==> src/rtl/clkgen_regs_pkg.sv <==
package clkgen_regs_pkg;

    localparam int DATA_W        = 8;
    localparam int MULT_W        = 12;
    localparam int FLL_BASE_MULT = 512;
    localparam int HF_EXTRA_DIV  = 5;

    typedef enum logic [1:0] {
        ADDR_CLKCTL = 2'd0,
        ADDR_OSCCTL = 2'd1,
        ADDR_FLLRNG = 2'd2,
        ADDR_STATUS = 2'd3
    } reg_addr_e;

    typedef enum logic [1:0] {
        SRC_FLL  = 2'd0,
        SRC_INT  = 2'd1,
        SRC_EXT  = 2'd2,
        SRC_RSVD = 2'd3
    } clk_src_e;

    typedef struct packed {
        clk_src_e   src;
        logic [2:0] ref_div;
        logic       rsv2;
        logic       int_ref;
        logic       rsv0;
    } clkctl_t;

    typedef struct packed {
        logic [1:0] rsv76;
        logic       hf_range;
        logic       high_gain;
        logic       rsv3;
        logic       xtal_sel;
        logic       ext_en;
        logic       rsv0;
    } oscctl_t;

    typedef struct packed {
        logic     rsv7;
        logic     locked;
        logic     rsv5;
        logic     int_ref_act;
        clk_src_e src_act;
        logic     osc_ready;
        logic     rsv0;
    } status_t;

    localparam logic [DATA_W-1:0] CLKCTL_RST  = 8'h02;
    localparam logic [DATA_W-1:0] CLKCTL_MASK = 8'hFA;
    localparam logic [DATA_W-1:0] OSCCTL_RST  = 8'h00;
    localparam logic [DATA_W-1:0] OSCCTL_MASK = 8'h36;
    localparam logic [DATA_W-1:0] FLLRNG_RST  = 8'h00;
    localparam logic [DATA_W-1:0] FLLRNG_MASK = 8'h03;

    function automatic logic [MULT_W-1:0] fll_factor(input logic [1:0] rng);
        fll_factor = MULT_W'(FLL_BASE_MULT) * (MULT_W'(rng) + MULT_W'(1));
    endfunction

    function automatic logic [3:0] div_log2(input logic [2:0] code, input logic hf);
        div_log2 = {1'b0, code} + (hf ? 4'(HF_EXTRA_DIV) : 4'd0);
    endfunction

endpackage

==> src/rtl/clkgen_handshake_delay.sv <==
module clkgen_handshake_delay #(
    parameter int             W       = 1,
    parameter int             DLY     = 4,
    parameter logic [W-1:0]   RST_VAL = '0
) (
    input  logic         clk,
    input  logic         rst,
    input  logic [W-1:0] tgt_i,
    output logic [W-1:0] cur_o
);
    localparam int CNT_W = $clog2(DLY + 1);

    logic [W-1:0]     pend_q;
    logic [CNT_W-1:0] cnt_q;

    // A new target restarts the wait; the reported value moves only after DLY steady cycles.
    always_ff @(posedge clk) begin
        if (rst) begin
            cur_o  <= RST_VAL;
            pend_q <= RST_VAL;
            cnt_q  <= '0;
        end else if (tgt_i != pend_q) begin
            pend_q <= tgt_i;
            cnt_q  <= '0;
        end else if (cur_o != pend_q) begin
            if (cnt_q == CNT_W'(DLY - 1)) begin
                cur_o <= pend_q;
                cnt_q <= '0;
            end else begin
                cnt_q <= cnt_q + CNT_W'(1);
            end
        end
    end
endmodule

==> src/rtl/clkgen_osc_model.sv <==
module clkgen_osc_model #(
    parameter int START_CYC = 20
) (
    input  logic clk,
    input  logic rst,
    input  logic en_i,
    output logic ready_o
);
    localparam int CNT_W = $clog2(START_CYC + 1);

    logic [CNT_W-1:0] cnt_q;

    always_ff @(posedge clk) begin
        if (rst || !en_i) begin
            cnt_q   <= '0;
            ready_o <= 1'b0;
        end else if (!ready_o) begin
            if (cnt_q == CNT_W'(START_CYC - 1)) begin
                ready_o <= 1'b1;
            end else begin
                cnt_q <= cnt_q + CNT_W'(1);
            end
        end
    end
endmodule

==> src/rtl/clkgen_lock_model.sv <==
module clkgen_lock_model #(
    parameter int LOCK_CYC = 16
) (
    input  logic       clk,
    input  logic       rst,
    input  logic       ref_int_i,
    input  logic [1:0] rng_i,
    output logic       locked_o
);
    localparam int CNT_W = $clog2(LOCK_CYC + 1);

    logic             ref_q;
    logic [1:0]       rng_q;
    logic [CNT_W-1:0] cnt_q;
    logic             disturb;

    assign disturb = (ref_int_i != ref_q) || (rng_i != rng_q);

    always_ff @(posedge clk) begin
        if (rst) begin
            ref_q    <= 1'b1;
            rng_q    <= 2'b00;
            cnt_q    <= '0;
            locked_o <= 1'b0;
        end else begin
            ref_q <= ref_int_i;
            rng_q <= rng_i;
            if (disturb) begin
                locked_o <= 1'b0;
                cnt_q    <= '0;
            end else if (!locked_o) begin
                if (cnt_q == CNT_W'(LOCK_CYC - 1)) begin
                    locked_o <= 1'b1;
                end else begin
                    cnt_q <= cnt_q + CNT_W'(1);
                end
            end
        end
    end
endmodule

==> src/rtl/clkgen_ctrl_regs.sv <==
module clkgen_ctrl_regs
    import clkgen_regs_pkg::*;
#(
    parameter int OSC_START_CYC = 20,
    parameter int REF_SW_CYC    = 4,
    parameter int CLK_SW_CYC    = 3,
    parameter int LOCK_CYC      = 16
) (
    input  logic              clk,
    input  logic              rst,
    input  logic              bus_wr,
    input  logic [1:0]        bus_addr,
    input  logic [DATA_W-1:0] bus_wdata,
    output logic [DATA_W-1:0] bus_rdata,
    output logic [MULT_W-1:0] fll_mult_o,
    output logic [3:0]        ref_div_log2_o
);
    clkctl_t          clk_q;
    oscctl_t          osc_q;
    logic [DATA_W-1:0] rng_q;
    status_t          stat;

    logic       osc_en;
    logic       osc_ready;
    logic       ref_tgt;
    logic       int_ref_act;
    logic [1:0] src_tgt;
    logic [1:0] src_act_raw;
    logic       locked;

    // each address owns one register; status address stores nothing.
    always_ff @(posedge clk) begin
        if (rst) begin
            clk_q <= clkctl_t'(CLKCTL_RST);
            osc_q <= oscctl_t'(OSCCTL_RST);
            rng_q <= FLLRNG_RST;
        end else if (bus_wr) begin
            case (reg_addr_e'(bus_addr))
                ADDR_CLKCTL: clk_q <= clkctl_t'(bus_wdata & CLKCTL_MASK);
                ADDR_OSCCTL: osc_q <= oscctl_t'(bus_wdata & OSCCTL_MASK);
                ADDR_FLLRNG: rng_q <= bus_wdata & FLLRNG_MASK;
                default: ;
            endcase
        end
    end

    assign osc_en = osc_q.xtal_sel & osc_q.ext_en;

    clkgen_osc_model #(.START_CYC(OSC_START_CYC)) osc_i (
        .clk(clk), .rst(rst), .en_i(osc_en), .ready_o(osc_ready)
    );

    // External reference is only taken once the oscillator is up.
    assign ref_tgt = clk_q.int_ref | ~osc_ready;

    clkgen_handshake_delay #(.W(1), .DLY(REF_SW_CYC), .RST_VAL(1'b1)) ref_sw_i (
        .clk(clk), .rst(rst), .tgt_i(ref_tgt), .cur_o(int_ref_act)
    );

    always_comb begin
        src_tgt = clk_q.src;
        if (clk_q.src == SRC_RSVD || (clk_q.src == SRC_EXT && !osc_ready)) begin
            src_tgt = src_act_raw;
        end
    end

    clkgen_handshake_delay #(.W(2), .DLY(CLK_SW_CYC), .RST_VAL(2'b00)) src_sw_i (
        .clk(clk), .rst(rst), .tgt_i(src_tgt), .cur_o(src_act_raw)
    );

    clkgen_lock_model #(.LOCK_CYC(LOCK_CYC)) lock_i (
        .clk(clk), .rst(rst), .ref_int_i(int_ref_act), .rng_i(rng_q[1:0]), .locked_o(locked)
    );

    always_comb begin
        stat             = '0;
        stat.locked      = locked;
        stat.int_ref_act = int_ref_act;
        stat.src_act     = clk_src_e'(src_act_raw);
        stat.osc_ready   = osc_ready;
    end

    always_comb begin
        case (reg_addr_e'(bus_addr))
            ADDR_CLKCTL: bus_rdata = clk_q;
            ADDR_OSCCTL: bus_rdata = osc_q;
            ADDR_FLLRNG: bus_rdata = rng_q;
            default:     bus_rdata = stat;
        endcase
    end

    assign fll_mult_o     = fll_factor(rng_q[1:0]);
    assign ref_div_log2_o = div_log2(clk_q.ref_div, osc_q.hf_range);

endmodule

==> config.mk <==
export PLATFORM = sky130hd
export DESIGN_NAME = clkgen_ctrl_regs
export DESIGN_NICKNAME = d
export VERILOG_FILES = /design/src/rtl/clkgen_regs_pkg.sv /design/src/rtl/clkgen_handshake_delay.sv /design/src/rtl/clkgen_osc_model.sv /design/src/rtl/clkgen_lock_model.sv /design/src/rtl/clkgen_ctrl_regs.sv
export SDC_FILE = /design/constraint.sdc
export NUM_CORES = 1
export LEC_CHECK = 0
export CORE_UTILIZATION = 50
export CTS_CLUSTER_SIZE = 14
export DETAILED_ROUTE_END_ITERATION = 8
export GPL_TIMING_DRIVEN = 0
export HOLD_SLACK_MARGIN = 0.12
export PLACE_DENSITY = 0.74
export SETUP_SLACK_MARGIN = 0.4
export SLEW_MARGIN = 20
export SYNTH_ARGS = -nofsm -noshare
export SYNTH_HDL_FRONTEND = slang
export SYNTH_HIERARCHICAL = 1
export SYNTH_SLANG_ARGS = --single-unit
==> constraint.sdc <==
create_clock -name clk -period 3.4 [get_ports clk]
set_input_delay 0.68 -clock clk [delete_from_list [all_inputs] [get_ports clk]]
set_output_delay 0.68 -clock clk [all_outputs]
set_load 0.05 [all_outputs]
Word level (Yosys, flattened, before mapping)
Index checks and enable logic that the tools add are counted.
Widths: inputs -> output; s select.
{ "classes": {"add_sub_neg": 6, "n_eq_ne": 14, "n_mux": 9, "bitwise_logic": 8, "n_reduce_logical": 17} }
{ "op_table": {"columns": ["operator", "count"], "rows": [
  ["$pmux 8 s3", 1],
  ["$add 5x1->5 const B", 2],
  ["$reduce_and 2->1", 5],
  ["$eq 2x2->1 const B", 4],
  ["$mux 3", 2],
  ["$ne 2x2->1", 3],
  ["$not 1->1", 6],
  ["$reduce_and 3->1", 2],
  ["$reduce_or 2->1", 3],
  ["$eq 5x4->1 const B", 1],
  ["$eq 5x5->1 const B", 1],
  ["$add 3x3->4", 1],
  ["$mux 1", 4],
  ["$mux 2", 2],
  ["$add 2x1->3 const B", 1],
  ["$add 3x1->3 const B", 1],
  ["$eq 3x2->1 const B", 1],
  ["$logic_or 1x1->1", 3],
  ["$ne 1x1->1", 3],
  ["$add 2x1->2 const B", 1],
  ["$eq 2x1->1 const B", 1],
  ["$logic_not 1->1", 2],
  ["$logic_not 2->1", 1],
  ["$and 1x1->1", 1],
  ["2 further kinds", 2]
]} }
{ "totals": {"register_bits": 38, "inputBits": 13} }

Logic depth before layout (Yosys ltp)
Gate-level depths: netlist (run 1).
{ "logic_depth": {"depth_word": 7, "ltp_mapped": 6} }

Modules after synthesis
The synthesis (run 1) kept the hierarchy.
{ "modules_own_cells": {"columns": ["module", "instances", "cells_per_inst", "area_per_inst_um2"], "rows": [
  ["clkgen_ctrl_regs", 1, 90, 883.3],
  ["clkgen_lock_model", 1, 37, 367.9],
  ["clkgen_handshake_delay at src_sw_i", 1, 30, 292.8],
  ["clkgen_handshake_delay at ref_sw_i", 1, 31, 282.8],
  ["clkgen_osc_model", 1, 28, 266.5]
]} }

Worst setup path before layout (run 1)
OpenSTA, ideal clock, no wires.
{ "synth_timing": {"path_kind": "input -> output", "start": "input port bus_addr[1]", "end": "output port bus_rdata[0]", "t_arrival_ns": 1.961, "t_required_ns": 2.720, "setup_slack_ns": 0.759, "path_stages": 2, "path_buffers": 1, "path_cell_list": "buf_6 nor3b_1"} }
{ "synth_between": {"elab_chain_len": 2} }
{ "synth_lines": {"columns": ["item", "line", "text"], "rows": [
  ["start, declared", "clkgen_ctrl_regs.sv:12", "input logic [1:0] bus_addr,"],
  ["$eq 2x2->1, or another cell as far along", "clkgen_ctrl_regs.sv:84", "case (reg_addr_e'(bus_addr))"],
  ["$pmux 8 s3 (*)", "clkgen_ctrl_regs.sv:84", null],
  ["end, declared", "clkgen_ctrl_regs.sv:14", "output logic [DATA_W-1:0] bus_rdata,"]
]} }
Mark *: on every way between the ends. The rest lies on a longest branch, timed or not.

Worst setup path after layout (run 1)
{ "layout_timing": {"start": "input port bus_addr[1]", "end": "output port bus_rdata[1]"} }
Same word-level chain as after synthesis.

==> flow_summary.ini, run 1 <==
[clock_tree]
cts-root-buf = clkbuf_8
post_cts_resized = 0
cts_tree = done
clkLatencyLatePin_ps = 290
cts-hold-fix-buffers = 0
post_cts_buffers = 0
cts_buffers = 5
clockBufferDepth = 2
numClockSinks = 38
clk_pin_slew_ps = 80
cts_htree_levels = 2

[job]
cap_violations = 0

[route]
wl_met3_um = 151
highest_layer = met4
routed_wl_mm = 3.79
wl_met2_mm = 1.83
via_per_inst = 5.09
wl_met1_mm = 1.76
drt-initial-drc-count = 33
drtPass1Iterations = 4
num_vias = 1563
wl_per_cell_um = 12.4
ant_nets = 0
route.detailed.drc = 0

[floorplan]
num_rows = 23
dieHeight_um = 66.7
coreArea_um2 = 4000
initial_core_util = 0.523
io_pins = 37
die_area_um2 = 4450
die_w_um = 66.7

[worst_hold_path]
hold_path_end = lock_i/cnt_q[3]
hp-start = lock_i/cnt_q[3]
whs_path_depth = 2
min_path_type = flip-flop to flip-flop

[synth]
synth_common_cells = dfxtp_1 (38), mux2i_1 (20), nand2b_1 (18)
syn_area_per_cell_um2 = 9.69
synth_edf_count = 0
synth_mux_area_frac = 0.108
ys_types = 50
synth_top_family_by_area = simple AND/OR/NAND/NOR gates
synth-xor-area-share = 0.0586
synthTopCellsByArea = dfxtp_1 (36%), mux2i_1 (9.6%), nand2b_1 (5.4%)
synth_seq_area_share = 0.363
synth_seq_cells = 38
synth_top_area_share = 0.363
synth_most_common_cell = dfxtp_1
synth_compound_area_frac = 0.0932
synth-adder-area-share = 0.0478
synthArstFlopShare = 0
ys.flop_type = dfxtp_1
synth-simple-area-share = 0.261
syn_inst = 216
yosys.area.top_type = dfxtp_1
synth_warnings = 6
syn-cell-area_um2 = 2090

[timing]
fin_worst_skew_ps = 7.81
finalSetupTns_ps = 0
worst_pin_slew_ps = 668
hold_violations = 0
fin_crit_ps = 2790
period_share = 0.822
max_freq_mhz = 358
final_max_slew_viol_count = 0
rsz0062_at_grt = false
setup_viol = 0
slew_headroom = 0.553

[cells_and_area]
fill_cells = 371
syn_to_final_growth_pct = 20.9
final_cells = 307
fin_nets = 277
drive_above_1_share = 0.156
antenna_cells = 0

[grt]
grt.overflow.total = 0
grtUsageTotal = 0.188
grt_pass1_wl_mm = 6.21
grt_max_degree = 23
antenna_found_initial = 0
grt_pass1_vias = 1427

[worst_setup_path]
end_kind = output pin
r2r_start = lock_i/cnt_q[0]
crit_path_start_kind = input port
path_buf_inv = 2
worstPathArrival_ps = 2110
crit_family = buffers and inverters
r2r_end = lock_i/cnt_q[4]
slowest_delay_ps = 720
path_depth = 3
required_ps = 2720
worstPathMaxFanout = 10
crit_type = input port to output pin
reg2reg_depth = 6
path_cells = buf_6 > mux4_1 > clkdlybuf4s50_1
cp_slowest_cell = clkdlybuf4s50_1
reg2reg_slack_ps = 1700

[power_and_ir_drop]
leakagePower_nw = 1.05
power_density_nw_per_um2 = 364
ir_worst_vdd_mv = 0.232

[placed_design]
io_buffers = 25
dpl.hpwl_mm = 2.86
place.gp.congestion = 0.776
placed_cells = 299

[status]
status = finished, final reports clean
==> layout by cell type, fill, tap and decap left out, drive strengths merged, types with 4 or more instances in the layout <==
cell type,count
a21oi,8
and2,4
buf,13
clkbuf,9
clkdlybuf4s50,25
conb,9
dfxtp,38
ha,8
inv,5
mux2i,20
nand2,4
nand2b,18
nor2,16
nor2b,11
o21ai,5
or2b,9
xnor2,4
xor2,10
==> per-stage QoR <==
| step | hold slack, ps | util | worst slack, ps | cell area [um^2] | power [mW] |
|---|---|---|---|---|---|
| floorplan | 432 | - | 759 | 2120 | 0.575 |
| global placement | 448 | 0.609 | 603 | 2440 | 0.609 |
| detailed placement | 457 | 0.609 | 630 | 2440 | 0.612 |
| CTS | 482 | 0.633 | 602 | 2530 | 0.934 |
| global route | 499 | 0.633 | 582 | 2530 | 0.961 |
| finish | 478 | 0.633 | 606 | 2530 | 0.922 |
==> cell families after synthesis <==
family	Yosys count
adders and majority gates	8
xor gates and xnor gates	14
and+or+nand+nor	85
AOI/OAI and AO/OA	28
other	1
muxes	21
DFF	38
buffers and inverters	21
==> registers in the layout, summed over array words and instances, names as in the netlist <==
name             flops
ref_sw_i/cnt_q       3
lock_i/cnt_q         5
src_sw_i/cur_o       2
ref_sw_i/cur_o       1
lock_i/rng_q         2
lock_i/ref_q         1
src_sw_i/pend_q      2
src_sw_i/cnt_q       2
osc_q                4
rng_q                2
clk_q                6
lock_i/locked_o      1
osc_i/ready_o        1
ref_sw_i/pend_q      1
osc_i/cnt_q          5
==> cell type report <==
type	instances	area (um^2)	area share
multi-input combinational	165	1220	0.483
inverter	5	18.8	0.00741
clock inverter	2	12.5	0.00494
sequential	38	761	0.301
buffer	16	120	0.0475
clock buffer	6	82.6	0.0326
tap	50	62.6	0.0247
timing repair buffer	25	250	0.0989
==> per-layer routing <==
layer | GRT usage | up-vias
li1 | - | 810
met1 | 0.223 | 717
met2 | 0.323 | 31
met3 | 0.0411 | 5
met4 | 0.0798 | 0
met5 | 0 | -
==> worst min-delay path, delay by kind of cell (launching register included) <==
family / cells / cell delay [ps]
flip-flops: 1 / 320
AO/OA/AOI/OAI: 2 / 110
==> worst max-delay path by stage <==
stage                           start           end
after floorplan           bus_addr[1]  bus_rdata[0]
after global placement    bus_addr[1]  bus_rdata[1]
after detailed placement  bus_addr[1]  bus_rdata[1]
after CTS                 bus_addr[1]  bus_rdata[1]
after global routing      bus_addr[1]  bus_rdata[1]
final                     bus_addr[1]  bus_rdata[1]
==> where the power goes <==
part	internal [mW]	total, mW	switching, mW
Combinational	0.0576	0.136	0.0784
Clock	0.163	0.322	0.159
Sequential	0.455	0.465	0.00951
Note: power is estimated with default switching activity, not from simulation.
==> run 2, diff against run 1 <==
Settings changed: CORE_UTILIZATION 50 to 47, PLACE_DENSITY 0.74 to 0.73.
Clock period 3.4 ns to 2.3 ns, I/O delays scaled along.
==> flow_summary.ini, run 2 (same netlist as run 1, synthesis figures left out) <==
[clock_tree]
cts_tree = done
cts_htree_levels = 2
clk_pin_slew_ps = 70
cts-hold-fix-buffers = 0
post_cts_buffers = 0
numClockSinks = 38
cts-root-buf = clkbuf_8
clkLatencyLatePin_ps = 290
cts_buffers = 5
clockBufferDepth = 2

[cells_and_area]
largest-register = clk_q
mostFrequentLayoutCell = dfxtp_1
final_core_util = 0.614
top_regs = clk_q: 6 flops, lock_i/cnt_q: 5 flops, osc_i/cnt_q: 5 flops
fin_nets = 277
finish.instance_area_um2 = 2540
largest_reg_flops = 6
syn_to_final_growth_pct = 21.5
layout_common_cells = dfxtp_1 (36), mux2i_1 (20), nand2b_1 (18)
drive_above_1_share = 0.230
antenna_cells = 0

[timing]
setup_slack_ps = 434
finalSetupTns_ps = 0
setup_viol = 0
fin_worst_skew_ps = 2.27
rsz0062_at_grt = true
slew_headroom = 0.550
period_share = 0.811
hold_violations = 0
fin_crit_ps = 1870
max_freq_mhz = 536
final_max_slew_viol_count = 0
worst_pin_slew_ps = 675

[route]
wl_per_cell_um = 12.5
drtPass1Iterations = 4
num_vias = 1556
ant_nets = 0
drt-initial-drc-count = 28
routed_wl_mm = 3.84
route.detailed.drc = 0
via_per_inst = 5.07

[status]
status = finished, final reports clean

[floorplan]
initial_core_util = 0.505
coreArea_um2 = 4140
die_area_um2 = 4720
num_rows = 23
dieHeight_um = 68.7
io_pins = 37
die_w_um = 68.7

[grt]
grt.overflow.total = 0
grt_pass1_wl_mm = 6.35
grt_pass1_vias = 1411
grtUsageTotal = 0.187
antenna_found_initial = 0
grt_max_degree = 23

[worst_hold_path]
min_path_type = flip-flop to flip-flop

[power_and_ir_drop]
leakagePower_nw = 1.07
ir_worst_vdd_mv = 0.407
total_power_mw = 1.42
power_density_nw_per_um2 = 560

[worst_setup_path]
end_kind = output pin
worstPathMaxFanout = 10
reg2reg_slack_ps = 630
required_ps = 1840
crit_path_start_kind = input port
crit_type = input port to output pin
worstPathArrival_ps = 1410

[placed_design]
pre_cts_ws_ps = -35.3
place.gp.congestion = 0.793
dpl.hpwl_mm = 2.83
io_buffers = 25
placed_cell_area_um2 = 2450

[job]
cap_violations = 0
[run 2: changes by cell type in the layout (fill, tap and decap cells not counted), moves of 2 or more]
cell,before,now
dfxtp_2,0,2
clkdlybuf4s50_1,25,9
buf_2,1,4
dfxtp_1,38,36
clkdlybuf4s15_2,0,5
clkbuf_8,6,8
clkbuf_2,2,4
dlygate4sd2_1,0,3
[run 2: timing repair]
| item | 4_1_cts | 5_1_grt |
|---|---|---|
| gates resized for setup | 44 | 16 |
| cloned | 0 | 0 |
| setup endpoints to repair | 23 | 9 |
| pin swaps | 0 | 0 |
[run 2: routing by layer]
layer / wire length (um) / part of all wire / GRT usage
met4: 64 / 0.017 / 0.0765
met2: 1770 / 0.46 / 0.303
met5: 0 / 0 / 0
met1: 1840 / 0.48 / 0.228
met3: 167 / 0.043 / 0.0592
[run 2: area by class of cell]
| type | count | area, um^2 |
|---|---|---|
| repair buffers | 25 | 226 |
| inverters | 5 | 18.8 |
| well taps | 50 | 62.6 |
| fillers | 385 | 1600 |
| plain buffers | 16 | 120 |
| flip-flops and latches | 38 | 763 |
| clock buffers | 8 | 110 |
| multi-input cells | 165 | 1240 |
[run 2: path summary, 6_finish.rpt]
check                    start                 to  cells after the start
max                bus_addr[1]       bus_rdata[7]                      4
min          ref_sw_i/cnt_q[2]  ref_sw_i/cnt_q[2]                      2
max reg2reg    lock_i/cnt_q[0]    lock_i/cnt_q[3]                      5
min reg2reg  ref_sw_i/cnt_q[2]  ref_sw_i/cnt_q[2]                      2
[run 2: metrics by stage]
stage	cells	hold slack (ps)
floorplan	224	432
global placement	299	448
detailed placement	299	449
CTS	307	460
global route	307	471
finish	307	456
[run 2: where the power goes]
group	internal [mW]	total, mW	switching, mW
clock	0.303	0.536	0.233
combinational	0.0818	0.200	0.119
sequential	0.673	0.687	0.0141
[run 2: worst max-delay path, stage by stage]
cell and delay, ps:
buf_6 130, nor2_1 170, and2_1 150, clkdlybuf4s15_1 490
